$ cat src/rtl/evt_irq_pkg.sv
package evt_irq_pkg;
  localparam int EVT_W  = 13;
  localparam int DATA_W = 32;
  localparam int ADDR_W = 2;
  // bit 8 is reserved and never latches
  localparam logic [EVT_W-1:0] KEEP_BITS = 13'h1EFF;
  localparam int A_STAT = 0;
  localparam int A_MASK = 1;
  localparam int A_BUSY = 2;
endpackage

$ cat src/rtl/evt_status_reg.sv
module evt_status_reg #(
  parameter int               EVT_W = 13,
  parameter logic [EVT_W-1:0] KEEP  = '1
) (
  input  logic             clk,
  input  logic             rst,
  input  logic [EVT_W-1:0] set_i,
  input  logic             clr_i,
  output logic [EVT_W-1:0] status_o
);
  for (genvar i = 0; i < EVT_W; i++) begin : g_bit
    if (KEEP[i]) begin : g_live
      logic q;
      always_ff @(posedge clk) begin
        if (rst) q <= 1'b0;
        else     q <= (q & ~clr_i) | set_i[i];
      end
      assign status_o[i] = q;
    end else begin : g_hole
      assign status_o[i] = 1'b0;
    end
  end
endmodule

$ cat src/rtl/evt_mask_reg.sv
module evt_mask_reg #(
  parameter int               EVT_W = 13,
  parameter logic [EVT_W-1:0] KEEP  = '1
) (
  input  logic             clk,
  input  logic             rst,
  input  logic             load_i,
  input  logic [EVT_W-1:0] value_i,
  output logic [EVT_W-1:0] mask_o
);
  always_ff @(posedge clk) begin
    if (rst)         mask_o <= '0;
    else if (load_i) mask_o <= value_i & KEEP;
  end
endmodule

$ cat src/rtl/evt_read_port.sv
module evt_read_port #(
  parameter int EVT_W  = 13,
  parameter int DATA_W = 32,
  parameter int ADDR_W = 2
) (
  input  logic              clk,
  input  logic              rst,
  input  logic              rd_en_i,
  input  logic [ADDR_W-1:0] addr_i,
  input  logic [EVT_W-1:0]  status_i,
  input  logic [EVT_W-1:0]  mask_i,
  input  logic              busy_i,
  output logic              clr_o,
  output logic [DATA_W-1:0] rdata_o
);
  import evt_irq_pkg::*;
  logic [DATA_W-1:0] mux;

  always_comb begin
    mux = '0;
    if (addr_i == ADDR_W'(A_STAT))      mux = {{(DATA_W-EVT_W){1'b0}}, status_i};
    else if (addr_i == ADDR_W'(A_MASK)) mux = {{(DATA_W-EVT_W){1'b0}}, mask_i};
    else if (addr_i == ADDR_W'(A_BUSY)) mux = {{(DATA_W-1){1'b0}}, busy_i};
  end

  assign clr_o = rd_en_i && (addr_i == ADDR_W'(A_STAT));

  always_ff @(posedge clk) begin
    if (rst)          rdata_o <= '0;
    else if (rd_en_i) rdata_o <= mux;
  end
endmodule

$ cat src/rtl/evt_irq_drive.sv
module evt_irq_drive #(
  parameter int EVT_W = 13
) (
  input  logic             clk,
  input  logic             rst,
  input  logic [EVT_W-1:0] status_i,
  input  logic [EVT_W-1:0] mask_i,
  output logic             irq_o
);
  always_ff @(posedge clk) begin
    if (rst) irq_o <= 1'b0;
    else     irq_o <= |(status_i & mask_i);
  end
endmodule

$ cat src/rtl/evt_irq_unit.sv
module evt_irq_unit
  import evt_irq_pkg::*;
#(
  parameter int               P_EVT_W  = EVT_W,
  parameter int               P_DATA_W = DATA_W,
  parameter int               P_ADDR_W = ADDR_W,
  parameter logic [P_EVT_W-1:0] P_KEEP = KEEP_BITS
) (
  input  logic                clk,
  input  logic                rst,
  input  logic [P_EVT_W-1:0]  evt_i,
  input  logic                busy_i,
  input  logic                rd_en_i,
  input  logic                wr_en_i,
  input  logic [P_ADDR_W-1:0] addr_i,
  input  logic [P_DATA_W-1:0] wdata_i,
  output logic [P_DATA_W-1:0] rdata_o,
  output logic                irq_o
);
  logic [P_EVT_W-1:0] status_w;
  logic [P_EVT_W-1:0] mask_w;
  logic               clr_w;
  logic               mask_ld;
  logic               unused_wdata_hi;

  assign mask_ld         = wr_en_i && (addr_i == P_ADDR_W'(A_MASK));
  assign unused_wdata_hi = ^wdata_i[P_DATA_W-1:P_EVT_W];

  evt_status_reg #(.EVT_W(P_EVT_W), .KEEP(P_KEEP)) u_stat (
    .clk(clk), .rst(rst), .set_i(evt_i), .clr_i(clr_w), .status_o(status_w)
  );

  evt_mask_reg #(.EVT_W(P_EVT_W), .KEEP(P_KEEP)) u_mask (
    .clk(clk), .rst(rst), .load_i(mask_ld),
    .value_i(wdata_i[P_EVT_W-1:0]), .mask_o(mask_w)
  );

  evt_read_port #(.EVT_W(P_EVT_W), .DATA_W(P_DATA_W), .ADDR_W(P_ADDR_W)) u_rd (
    .clk(clk), .rst(rst), .rd_en_i(rd_en_i), .addr_i(addr_i),
    .status_i(status_w), .mask_i(mask_w), .busy_i(busy_i),
    .clr_o(clr_w), .rdata_o(rdata_o)
  );

  evt_irq_drive #(.EVT_W(P_EVT_W)) u_irq (
    .clk(clk), .rst(rst), .status_i(status_w), .mask_i(mask_w), .irq_o(irq_o)
  );
endmodule

$ cat config.mk
export PLATFORM = sky130hd
export DESIGN_NAME = evt_irq_unit
export DESIGN_NICKNAME = d
export VERILOG_FILES = /design/src/rtl/evt_irq_pkg.sv /design/src/rtl/evt_status_reg.sv /design/src/rtl/evt_mask_reg.sv /design/src/rtl/evt_read_port.sv /design/src/rtl/evt_irq_drive.sv /design/src/rtl/evt_irq_unit.sv
export SDC_FILE = /design/constraint.sdc
export NUM_CORES = 1
export LEC_CHECK = 0
export BUFFER_PORTS_ARGS = -buffer_cell sky130_fd_sc_hd__buf_2
export CORE_ASPECT_RATIO = 0.8
export CORE_UTILIZATION = 43
export CTS_BUF_LIST = sky130_fd_sc_hd__clkbuf_4 sky130_fd_sc_hd__clkbuf_8
export DETAILED_ROUTE_END_ITERATION = 10
export GPL_TIMING_DRIVEN = 0
export MAX_ROUTING_LAYER = met4
export PLACE_DENSITY = 0.78
export SKIP_LAST_GASP = 1
export SYNTH_ARGS = -nofsm -noshare
export SYNTH_HDL_FRONTEND = slang
export SYNTH_HIERARCHICAL = 1
export SYNTH_SLANG_ARGS = --single-unit
export TNS_END_PERCENT = 50
$ cat constraint.sdc
create_clock -name clk -period 1 [get_ports clk]
set_input_delay 0.15 -clock clk [delete_from_list [all_inputs] [get_ports clk]]
set_output_delay 0.15 -clock clk [all_outputs]
set_load 0.05 [all_outputs]
==> metrics list <==
* Outcome: complete, but fails checks
- Failing checks: negative setup slack
- Vias after detailed routing: 1,399
- Worst setup skew after layout: 0.00594 ns
- By startpoint and endpoint, the worst setup path is classified as flop to flop.
- Floorplan row count: 20
- Starting Density: 45.9%
- Using the TritonRoute via totals, the vias-per-cell ratio works out to around 4.4.
- Net switching power: 940 uW
- Synth top area share: 42.4%
- Dpl cell area: 2170 sq um
- Worst ir drop on vdd: 932 uV
- After synthesis, flip-flops and latches occupy 42.4% of the total area.
- Syn avg cell area: 9.06 sq um
- Internal reg-to-reg setup slack: -0.04 ns
* Hold Path Class: input pin to flop
- Detailed-route wire length per cell: around 11 microns
* Final weighted congestion of routability-driven global placement: 0.832
- Final worst slack: -0.0363 ns
* Vert. Die Dim: 59.8 microns
- After layout, the design draws a total of 3.32 mW.
* Number of distinct library cell variants in the gate-level netlist after synthesis: 28
- Global-route usage over all layers: between 10% and 20%
- Synthesis inferred 38 register bits.
- The floorplan step defined a die boundary enclosing 4430 sq um.
* Instance count after placement with tap cells included: 315
- Filler cells: 392
* Logic gate share of total power: 19.8%
- The detail route stage leaves a number of antenna-violating nets equal to 0.
- Setup repair after global routing could not meet its margin everywhere.
* Crit path capture type: flop
- Clock input transition at the sequential cells of the worst setup and hold paths: approximately 0.07 ns
* Fmax: 0.965 GHz
- The top cell types in the final layout, fill and taps aside, are 37 x sky130_fd_sc_hd__buf_4, 34 x sky130_fd_sc_hd__buf_2, 32 x sky130_fd_sc_hd__dfxtp_1, 24 x sky130_fd_sc_hd__mux2i_1, 21 x sky130_fd_sc_hd__conb_1.
* Number of hold violations in the final report: 0
- Clock network fraction of design power: 30.9%
- Global routing finished with a remaining overflow of 0.
- The count of buffers added on input and output ports is 44.
* Synth-to-layout area growth: 26.8%
- Counting the buffers created by CTS gives 5.
* Power per standard cell area: 1460 nW/um^2
- Internal Pwr Total: 2.38 mW
* Kind of start point of the critical path: flop
* Fraction of final layout cells sized beyond drive strength 1: 37.6%
- TritonRoute pass-1 iters: 4
* Pin count of the biggest net entering global routing: 11
* Final cell count without fillers: 318
* Arrival time at the worst endpoint: 1.20 ns
* CTS Hold Bufs: 0
- Final period demand of the worst path: just over 1 ns
* Maximum buffer depth of the clock tree: 2
- Most frequent standard cell in the layout excluding fill and tap cells: sky130_fd_sc_hd__buf_4
* WL final: 3.47 mm
- Yosys printed 6 warnings.
- In this run, the number of DRC markers left after iteration 0 of detailed routing was 77.
- Antenna cell count: 0
* Vias in the first global route: 1,165
- First-pass GRT wire length: ~5.3 mm
* Detailed-route DRC error count: 0
* Nets: between 300 and 400
- The cell count after synthesis came out at a little under 200.
* Cell area after layout: 2270 sq um
* Initial antenna violation count: 0
- For this design the top-level I/O count stands at 85.
* Final HPWL from detailed placement: around 2.6 mm
* Total leakage power: 1.11 nW
* Area inside the core boundary: 3900 sq um
* Slew Viols, Final: 0
- Final period util: 104%
- Net switching is between 20% and 30% of the power.
- The cell area that synthesis handed to floorplanning was 1790 sq um.
- Number of setup violations in the final report: 2
* Htree depth: 2
* Cell type with the largest total area after synthesis: sky130_fd_sc_hd__dfxtp_1
* DIE WIDTH: 74.2 microns
* Buffer type at the clock tree root: sky130_fd_sc_hd__clkbuf_8
- Max-cap violations in this run came to 0.
- Setup total negative slack on the finished layout was measured at -0.0529 ns.
* Clock Sink Count: 38
- At the worst endpoint, the required time is roughly 1.2 ns.
* Portion of total power attributed to sequential cells: about half
- In this run the worst path has a maximum fanout of 2.
- TritonCTS built the clock tree.
- Yosys attributes the largest share of cell area to sky130_fd_sc_hd__dfxtp_1 42%, sky130_fd_sc_hd__buf_4 14%, sky130_fd_sc_hd__mux2i_1 13%.
- Worst-Skew Late Latency: 0.29 ns
-- worst max-delay path: stages (launching register included) --
cell	delay, ns
sky130_fd_sc_hd__dfxtp_2	0.32
sky130_fd_sc_hd__a222oi_1	0.32
sky130_fd_sc_hd__and3_1	0.20
sky130_fd_sc_hd__a31oi_1	0.08
-- path summary, 6_finish.rpt --
path / start / endpoint / cells past startpoint
worst max register to register: u_stat/g_bit[0].g_live.q / u_irq/irq_o / 3
worst min register to register: u_rd/rdata_o[8] / u_rd/rdata_o[8] / 2
worst min-delay path: evt_i[0] / u_stat/g_bit[0].g_live.q / 3
worst max-delay path: u_stat/g_bit[0].g_live.q / u_irq/irq_o / 3
-- stage by stage --
step,utilization [%],setup slack (ns),hold WS [ns]
after floorplan,-,-0.0406,0.219
after global placement,55.5,-0.175,0.381
after detailed placement,55.5,-0.190,0.383
after CTS,57.9,-0.0613,0.0774
after global routing,58.2,-0.0950,0.0799
final,58.2,-0.0363,0.0873
-- power groups by stage --
stage / logic (mW) / clock network [mW] / registers [mW]
after floorplan: 0.464 / 0 / 1.72
after global placement: 0.656 / 0 / 1.66
after detailed placement: 0.660 / 0 / 1.66
after CTS: 0.659 / 1.06 / 1.63
after global routing: 0.707 / 1.13 / 1.64
final: 0.657 / 1.03 / 1.63
-- sequential cells by signal (all words and copies together) (netlist names) --
name	flops
u_stat/g_bit.g_live.q	12
u_rd/rdata_o	13
u_mask/mask_o	12
u_irq/irq_o	1
-- cells by family (layout without fill, tap and decap cells) --
kind of cell / after synthesis / count (layout) / synth area share (%)
AND/OR/NAND/NOR: 46 / 46 / 13.0
AO/OA/AOI/OAI: 33 / 33 / 10.7
flip-flops: 38 / 38 / 42.4
multiplexers: 24 / 24 / 13.4
other: 3 / 21 / 0.628
buffers and inverters: 54 / 101 / 19.8
-- cell type report --
type / instances / area (sq um) / share of cell area, %
inverter: 13 / 48.8 / 2.15
tap: 55 / 68.8 / 3.03
timing repair buffer: 45 / 273 / 12.0
sequential: 38 / 768 / 33.8
clock buffer: 7 / 83.8 / 3.69
multi-input combinational: 124 / 758 / 33.4
buffer: 36 / 273 / 12.0
-- cells in the mapped netlist --
cell                       number
sky130_fd_sc_hd__or2_4          1
sky130_fd_sc_hd__a22oi_1        3
sky130_fd_sc_hd__a22o_1         1
sky130_fd_sc_hd__nor2_1        15
sky130_fd_sc_hd__nand2b_4       1
sky130_fd_sc_hd__clkbuf_1       2
sky130_fd_sc_hd__conb_1         3
sky130_fd_sc_hd__and3_1         1
sky130_fd_sc_hd__nand2b_2       1
sky130_fd_sc_hd__a222oi_1       1
sky130_fd_sc_hd__a211oi_1       1
sky130_fd_sc_hd__buf_6          3
sky130_fd_sc_hd__o21ai_0        2
sky130_fd_sc_hd__mux2i_1       24
sky130_fd_sc_hd__buf_2          2
sky130_fd_sc_hd__nor4_1         1
sky130_fd_sc_hd__dfxtp_1       38
sky130_fd_sc_hd__buf_4         34
sky130_fd_sc_hd__and2_1         1
sky130_fd_sc_hd__nand2_1       13
sky130_fd_sc_hd__and3b_1        1
sky130_fd_sc_hd__o21ai_1       10
sky130_fd_sc_hd__a21oi_1       12
sky130_fd_sc_hd__a31oi_1        1
sky130_fd_sc_hd__inv_1         13
sky130_fd_sc_hd__nand2b_1      11
sky130_fd_sc_hd__a221oi_1       1
sky130_fd_sc_hd__a21oi_2        1
-- layer usage --
| layer | global-route usage, % | wire, microns |
|---|---|---|
| met3 | 4.55 | 238 |
| met4 | 8.24 | 59 |
| met5 | - | 0 |
| met2 | 23.5 | 1500 |
| met1 | 23.5 | 1670 |
-- repair_timing --
action,CTS,global route
pin swaps,4,3
endpoints found under the setup margin,15,15
gates resized for setup,11,17
buffers inserted,1,0
Power figures use the tool's default switching activity.
